===== config.mk =====
export PLATFORM = sky130hd
export DESIGN_NAME = ptimer_trap_decoder
export DESIGN_NICKNAME = d
export VERILOG_FILES = /design/src/rtl/ptimer_trap_pkg.sv /design/src/rtl/ptimer_el0_dec.sv /design/src/rtl/ptimer_el1_dec.sv /design/src/rtl/ptimer_upper_dec.sv /design/src/rtl/ptimer_trap_decoder.sv
export SDC_FILE = /design/constraint.sdc
export NUM_CORES = 1
export LEC_CHECK = 0
export ABC_AREA = 1
export CAP_MARGIN = 15
export CELL_PAD_IN_SITES_DETAIL_PLACEMENT = 1
export CELL_PAD_IN_SITES_GLOBAL_PLACEMENT = 1
export CORE_ASPECT_RATIO = 1.4
export CORE_MARGIN = 3
export CORE_UTILIZATION = 23
export DETAILED_ROUTE_END_ITERATION = 10
export GPL_ROUTABILITY_DRIVEN = 0
export GPL_TIMING_DRIVEN = 0
export HOLD_SLACK_MARGIN = 0.06
export PLACE_DENSITY = 0.81
export REMOVE_ABC_BUFFERS = 1
export SYNTH_ARGS = -nofsm -noshare
export SYNTH_HDL_FRONTEND = slang
export SYNTH_SLANG_ARGS = --single-unit

===== constraint.sdc =====
create_clock -name clk -period 1.2 [get_ports clk]
set_input_delay 0.24 -clock clk [delete_from_list [all_inputs] [get_ports clk]]
set_output_delay 0.24 -clock clk [all_outputs]
set_load 0.01 [all_outputs]

===== src/rtl/ptimer_trap_pkg.sv =====
package ptimer_trap_pkg;

    localparam int CODE_W = 8;
    localparam int NUM_OC = 9;
    localparam int OC_W   = $clog2(NUM_OC);

    typedef enum logic [OC_W-1:0] {
        OC_TRAP_L1     = 4'd0,
        OC_TRAP_L2     = 4'd1,
        OC_TRAP_HYP32  = 4'd2,
        OC_UNDEF       = 4'd3,
        OC_BANK_COMMON = 4'd4,
        OC_BANK_SEC    = 4'd5,
        OC_BANK_NSEC   = 4'd6,
        OC_BANK_L2SEC  = 4'd7,
        OC_BANK_L2NSEC = 4'd8
    } outcome_e;

    localparam logic [CODE_W-1:0] CODE_TIMER  = CODE_W'(3);
    localparam logic [CODE_W-1:0] CODE_HYPTGE = CODE_W'(0);
    localparam logic [CODE_W-1:0] CODE_NONE   = CODE_W'(0);

    typedef struct packed {
        outcome_e              oc;
        logic [CODE_W-1:0]     code;
    } verdict_t;

endpackage


===== src/rtl/ptimer_el0_dec.sv =====
module ptimer_el0_dec
    import ptimer_trap_pkg::*;
(
    input  logic     l1_aa32,
    input  logic     l2_aa32,
    input  logic     hyp_en,
    input  logic     e2h,
    input  logic     tge,
    input  logic     ns,
    input  logic     k64_el0_ten,
    input  logic     k32_el0_ten,
    input  logic     h64_el1_cen,
    input  logic     h64_el1_ten,
    input  logic     h64_el0_ten,
    input  logic     h32_el1_cen,
    output verdict_t verdict
);

    logic hyp64;
    logic hyp32;
    logic host;

    assign hyp64 = hyp_en & ~l2_aa32;
    assign hyp32 = hyp_en &  l2_aa32;
    assign host  = hyp_en & e2h & tge;

    always_comb begin
        verdict = '{oc: OC_BANK_COMMON, code: CODE_NONE};
        if (!l1_aa32 && !host && !k64_el0_ten) begin
            if (hyp64 && tge) verdict = '{oc: OC_TRAP_L2, code: CODE_TIMER};
            else              verdict = '{oc: OC_TRAP_L1, code: CODE_TIMER};
        end else if (l1_aa32 && !k32_el0_ten) begin
            if (hyp64 && tge)      verdict = '{oc: OC_TRAP_L2,    code: CODE_TIMER};
            else if (hyp32 && tge) verdict = '{oc: OC_TRAP_HYP32, code: CODE_HYPTGE};
            else                   verdict = '{oc: OC_UNDEF,      code: CODE_NONE};
        end else if (hyp64 && !e2h && !h64_el1_cen) begin
            verdict = '{oc: OC_TRAP_L2, code: CODE_TIMER};
        end else if (hyp64 && e2h && !tge && !h64_el1_ten) begin
            verdict = '{oc: OC_TRAP_L2, code: CODE_TIMER};
        end else if (hyp64 && e2h && tge && !h64_el0_ten) begin
            verdict = '{oc: OC_TRAP_L2, code: CODE_TIMER};
        end else if (hyp32 && !h32_el1_cen) begin
            verdict = '{oc: OC_TRAP_HYP32, code: CODE_TIMER};
        end else if (hyp64 && e2h && tge) begin
            verdict = ns ? '{oc: OC_BANK_L2NSEC, code: CODE_NONE}
                         : '{oc: OC_BANK_L2SEC,  code: CODE_NONE};
        end
    end

endmodule


===== src/rtl/ptimer_el1_dec.sv =====
module ptimer_el1_dec
    import ptimer_trap_pkg::*;
(
    input  logic     l2_aa32,
    input  logic     l3_aa32,
    input  logic     l3_present,
    input  logic     hyp_en,
    input  logic     e2h,
    input  logic     ns,
    input  logic     h64_el1_cen,
    input  logic     h64_el1_ten,
    input  logic     h32_el1_cen,
    output verdict_t verdict
);

    logic hyp64;
    logic hyp32;

    assign hyp64 = hyp_en & ~l2_aa32;
    assign hyp32 = hyp_en &  l2_aa32;

    always_comb begin
        verdict = '{oc: OC_BANK_COMMON, code: CODE_NONE};
        if (hyp64 && !e2h && !h64_el1_cen) begin
            verdict = '{oc: OC_TRAP_L2, code: CODE_TIMER};
        end else if (hyp64 && e2h && !h64_el1_ten) begin
            verdict = '{oc: OC_TRAP_L2, code: CODE_TIMER};
        end else if (hyp32 && !h32_el1_cen) begin
            verdict = '{oc: OC_TRAP_HYP32, code: CODE_TIMER};
        end else if (l3_present && l3_aa32) begin
            verdict = ns ? '{oc: OC_BANK_NSEC, code: CODE_NONE}
                         : '{oc: OC_BANK_SEC,  code: CODE_NONE};
        end
    end

endmodule


===== src/rtl/ptimer_upper_dec.sv =====
module ptimer_upper_dec
    import ptimer_trap_pkg::*;
(
    input  logic     at_l3,
    input  logic     l3_aa32,
    input  logic     l3_present,
    input  logic     ns,
    output verdict_t verdict
);

    always_comb begin
        if (at_l3) begin
            verdict = ns ? '{oc: OC_BANK_NSEC, code: CODE_NONE}
                         : '{oc: OC_BANK_SEC,  code: CODE_NONE};
        end else if (l3_present && l3_aa32) begin
            verdict = '{oc: OC_BANK_NSEC, code: CODE_NONE};
        end else begin
            verdict = '{oc: OC_BANK_COMMON, code: CODE_NONE};
        end
    end

endmodule


===== src/rtl/ptimer_trap_decoder.sv =====
module ptimer_trap_decoder
    import ptimer_trap_pkg::*;
(
    input  logic              clk,
    input  logic              rst_n,
    input  logic [1:0]        cur_el,
    input  logic              l1_aa32,
    input  logic              l2_aa32,
    input  logic              l3_aa32,
    input  logic              l3_present,
    input  logic              hyp_en,
    input  logic              e2h,
    input  logic              tge,
    input  logic              ns,
    input  logic              k64_el0_ten,
    input  logic              k32_el0_ten,
    input  logic              h64_el1_cen,
    input  logic              h64_el1_ten,
    input  logic              h64_el0_ten,
    input  logic              h32_el1_cen,
    input  logic              wr_in,
    output logic [NUM_OC-1:0] outcome,
    output logic [CODE_W-1:0] trap_code,
    output logic              wr_out
);

    verdict_t v_l0;
    verdict_t v_l1;
    verdict_t v_up;
    verdict_t v_next;

    outcome_e          state_q;
    logic [CODE_W-1:0] code_q;
    logic              wr_q;

    ptimer_el0_dec u_el0 (
        .l1_aa32     (l1_aa32),
        .l2_aa32     (l2_aa32),
        .hyp_en      (hyp_en),
        .e2h         (e2h),
        .tge         (tge),
        .ns          (ns),
        .k64_el0_ten (k64_el0_ten),
        .k32_el0_ten (k32_el0_ten),
        .h64_el1_cen (h64_el1_cen),
        .h64_el1_ten (h64_el1_ten),
        .h64_el0_ten (h64_el0_ten),
        .h32_el1_cen (h32_el1_cen),
        .verdict     (v_l0)
    );

    ptimer_el1_dec u_el1 (
        .l2_aa32     (l2_aa32),
        .l3_aa32     (l3_aa32),
        .l3_present  (l3_present),
        .hyp_en      (hyp_en),
        .e2h         (e2h),
        .ns          (ns),
        .h64_el1_cen (h64_el1_cen),
        .h64_el1_ten (h64_el1_ten),
        .h32_el1_cen (h32_el1_cen),
        .verdict     (v_l1)
    );

    ptimer_upper_dec u_up (
        .at_l3      (cur_el[0]),
        .l3_aa32    (l3_aa32),
        .l3_present (l3_present),
        .ns         (ns),
        .verdict    (v_up)
    );

    always_comb begin
        unique case (cur_el)
            2'd0:    v_next = v_l0;
            2'd1:    v_next = v_l1;
            default: v_next = v_up;
        endcase
    end

    // State register: next state is always the decision for the current inputs.
    always_ff @(posedge clk or negedge rst_n) begin
        if (!rst_n) begin
            state_q <= OC_UNDEF;
            code_q  <= CODE_NONE;
            wr_q    <= 1'b0;
        end else begin
            state_q <= v_next.oc;
            code_q  <= v_next.code;
            wr_q    <= wr_in;
        end
    end

    // Output process: one-hot view of the state.
    for (genvar g = 0; g < NUM_OC; g++) begin : g_onehot
        assign outcome[g] = (state_q == outcome_e'(g));
    end

    assign trap_code = code_q;
    assign wr_out    = wr_q;

endmodule


Yosys cells after proc, flatten, opt, wreduce, memory -nomap -nowiden:

Index checks and enable logic that the tools add are counted.

* equal/unequal tests: 9
* muxes and demuxes: 19
* bitwise operators: 5
* reductions and logical operators: 27

Operators with widths (count)
* 2-to-1 mux 12 bit: 14
* case mux 12 bit (2 select lines): 1
* 2-to-1 mux 10 bit: 2
* 2-to-1 mux 9 bit: 2
* equality test 4 x 3 -> 1 bit (second input constant): 4
* logical AND 1 bit: 15
* zero test 1 bit: 10
* equality test 4 x 2 -> 1 bit (second input constant): 2
* AND 1 bit: 4
* equality test 4 x 1 -> 1 bit (second input constant): 1
* equality test 4 bit (second input constant): 1
* zero test 4 bit: 1
* equality test 2 x 1 -> 1 bit (second input constant): 1
* zero test 2 bit: 1
* inverter 1 bit: 1

* register bits: 13
* output and inout bits: 18

Logic depth before layout (Yosys ltp):

Gate-level depths: netlist (run 1).

* depth after elaboration: 12
* mapped depth: 10
* depth with buffers taken out: 10

Hierarchy:

From an unflattened synthesis (run 1), not the netlist that was laid out.

* cell total of the unflattened synthesis: 182
* area total of the unflattened synthesis: 1193.6 um^2

Modules (own cells, without submodules)
* ptimer_trap_decoder: times used 1, cells each 83, area each 656.9 um^2, sequential area each 327.8 um^2
* ptimer_el0_dec: times used 1, cells each 49, area each 262.8 um^2, sequential area each 0.0 um^2
* ptimer_el1_dec: times used 1, cells each 33, area each 166.4 um^2, sequential area each 0.0 um^2
* ptimer_upper_dec: times used 1, cells each 17, area each 107.6 um^2, sequential area each 0.0 um^2

Worst setup path before layout (run 1):

No wires, ideal clock.

* path kind: register to output
* from: reg state_q[3]
* to: out outcome[1]
* arrival time: 0.936 ns
* data required time: 0.960 ns
* path slack: 0.024 ns
* stages on the path, launching flop included: 3
* cell sequence: dfrtp_1 > or2_2 > nor3_1

* longest elaborated chain between the ends: 1

Ends and longest elaborated chain
* start: declaration: RTL line ptimer_trap_decoder.sv:32 `outcome_e state_q;`
* start signal: assignment: RTL line ptimer_trap_decoder.sv:88 `state_q <= v_next.oc;`
* equality test 4 x 1 -> 1 bit: RTL line ptimer_trap_decoder.sv:96 `assign outcome[g] = (state_q == outcome_e'(g));`
* end: declaration: RTL line ptimer_trap_decoder.sv:22 `output logic [NUM_OC-1:0] outcome,`

No other way between the ends.

Worst setup path in the final report (run 1):

* from: reg state_q[2]
* to: out outcome[2]

* longest elaborated chain between the ends: 1

Ends and longest elaborated chain (RTL line)
* equality test 4 x 2 -> 1 bit: ptimer_trap_decoder.sv:96

No other way between the ends.

==> flow_metrics.py, run 1 <==
metrics = {
    "clock_network": {
        "clockRootBuffer": "clkbuf_4",
        "cts_buffers": 3,
        "cts.sinks": 6,
        "htree_levels": 1,
        "cts.clk_slew.worst_paths_ps": 50,
        "cts_buffer_depth": 2,
        "cts_tree": "built",
        "ctsHoldBuffers": 0,
    },
    "worst_setup_path": {
        "slowest_stage": "dfrtp_1",
        "endpoint_kind": "primary output",
        "path_class": "register to primary output",
        "cp.arrival_ps": 1150,
        "start_kind": "register",
        "cp.required_ps": 960,
        "slowest_delay_ps": 370,
        "crit_chain": "or2_4, nor3_2, buf_2",
        "crit_fanout": 4,
    },
    "sta": {
        "setup_slack_ps": -187,
        "hold_viol": 0,
        "maxSlewViolCount": 0,
        "rsz0062_at_grt": "true",
        "setup_viol": 9,
        "fin_crit_ps": 1390,
        "fmax_mhz": 721,
        "finalCritPeriodShare_pct": 116,
    },
    "placed_design": {
        "hpwlAfterDp_um": 1620,
        "numPortBuffers": 30,
        "place_inst": 161,
        "post-place-ws_ps": -465,
    },
    "detailed_routing": {
        "drt_iter0_drc": 5,
        "drt_wl_total_um": 1980,
        "drc": 0,
        "vias_per_cell": 4.38,
        "wl_per_cell_um": 11.6,
        "antenna_left": 0,
        "dr.pass1.iters": 4,
        "via_count": 744,
    },
    "yosys": {
        "yosysSeqAreaShare_pct": 24.9,
        "synth.avg_cell_area_um2": 6.19,
        "ys_warn_count": 0,
        "synth_seq_cells": 6,
        "yosys.cell_types.count": 23,
        "synth_area_um2": 613,
        "netlist_instances": 99,
    },
    "grt": {
        "grt_pass1_wl_um": 3000,
        "use_met1_pct": 8.88,
        "gr-total-overflow": 0,
        "antenna_found_initial": 0,
        "grt_max_degree": 7,
        "use_met2_pct": 26.5,
        "grt_pass1_vias": 780,
        "use_met3_pct": 2.01,
        "gr-max-usage-layer": "met2",
        "grt_usage_pct": 11.6,
    },
    "floorplanning": {
        "die_h_um": 67.1,
        "die_area_um2": 3330,
        "coreArea_um2": 2470,
        "rows": 21,
        "start_util_pct": 24.8,
        "ios": 37,
        "die_w_um": 49.6,
    },
    "layout": {
        "fin_util_pct": 42.6,
        "finalNetCount": 156,
        "drive_above_1_share_pct": 43.4,
        "mostFrequentLayoutCell": "nand2_1",
        "diodes": 0,
        "mostFrequentLayoutCells": "nand2_1, clkdlybuf4s50_1, nor2_1, buf_2, nor3_2",
        "syn_to_final_growth_pct": 71.4,
        "fill_cells": 337,
        "fin_cells": 170,
    },
    "job": {
        "maxCapViolations": 0,
    },
    "run_status": {
        "status": "complete, but fails checks",
        "violations": "negative setup slack",
    },
    "worst_hold_path": {
        "hp-class": "input pin to asynchronous set/reset pin",
    },
    "power": {
        "ir_drop_v": 0.000225,
        "p_per_area_nw_per_um2": 712,
        "finalPower_w": 0.000748,
        "p_leak_nw": 0.532,
    },
}
==> synthesized netlist by cell type (all sizes together) <==
master / instances / share of area, %
a21boi: 1 / 1.8
a21oi: 1 / 0.82
a22oi: 1 / 2.0
buf: 7 / 8.6
conb: 1 / 0.61
dfrtp: 4 / 16
dfstp: 2 / 8.6
inv: 16 / 9.8
nand2: 23 / 14
nand3: 6 / 4.9
nand4: 3 / 4.1
nor2: 19 / 14
nor3: 9 / 9.0
nor4: 1 / 1.0
o21ai: 4 / 3.3
or2: 1 / 1.0
==> critical path, delay by kind of cell, from the launching register on <==
kind / cells / cell delay, ps
buffers and inverters: 1 / 150
flip-flops: 1 / 370
AND/OR/NAND/NOR: 2 / 390
==> worst paths after layout <==
path,startpoint,endpoint
max in group asynchronous,rst_n,state_q[0]$_DFF_PN1_
worst min-delay path,rst_n,state_q[2]$_DFF_PN0_
min in group clk,l2_aa32,state_q[3]$_DFF_PN0_
worst max-delay path,state_q[2]$_DFF_PN0_,outcome[2]
==> routing by layer <==
layer	vias to the layer above	part of all wire (%)
met3	0	6.7
met2	27	63
met1	343	30
met4	0	0
li1	374	-
met5	-	0
==> report_power, final <==
part	total (W)	internal, W	switching [W]	leakage [nW]
Combinational	0.000320	0.000140	0.000181	0.447
Clock	0.000194	0.000126	0.0000685	0.0150
Sequential	0.000234	0.000223	0.0000107	0.0698
==> cell families (layout without fill, tap and decap cells) <==
| logic type | count (synthesis) | in the layout | synth area share [%] |
|---|---|---|---|
| AO/OA/AOI/OAI | 7 | 7 | 7.96 |
| buffers and inverters | 23 | 55 | 18.4 |
| flip-flops | 6 | 6 | 24.9 |
| other | 1 | 6 | 0.612 |
| AND/OR/NAND/NOR | 62 | 62 | 48.2 |
==> layout make-up <==
cell class / count / area, µm² / share of cell area (%)
multi-input cells: 75 / 480 / 45.7
repair buffers: 35 / 284 / 27.0
flip-flops and latches: 6 / 153 / 14.5
inverters: 16 / 65.1 / 6.19
well taps: 34 / 42.5 / 4.05
clock buffers: 4 / 26.3 / 2.50
==> per-stage QoR <==
stage | TNS [ps] | hold WS [ps] | instance area (µm²)
after floorplan | 0 | -55.6 | 579
after global placement | -5020 | 484 | 922
after detailed placement | -5560 | 498 | 922
after CTS | -1520 | 234 | 1000
after global routing | -2040 | 238 | 1050
final | -1480 | 232 | 1050
==> timing repair <==
action,4_1_cts,5_1_grt
setup endpoints to repair,17,14
pin swaps,5,10
hold endpoints to repair,0,0
gates resized for setup,63,20
buffers inserted,4,1
==> flip-flops by register name (all words and copies together) (netlist names) <==
register	cells
wr_out	1
trap_code	1
state_q	4
(Power assumes the default switching activity.)
==> run 2: changes to the inputs <==
GPL_ROUTABILITY_DRIVEN = not set   (was 0)
==> results of run 2 <==
Same layout as run 1: the final DEF is identical, and so are final timing and power.
==> run 3: changes to the inputs <==
ABC_CLOCK_PERIOD_IN_PS = 1200   (was not set)
==> results of run 3 <==
Same layout as run 1: the final DEF is identical, and so are final timing and power.
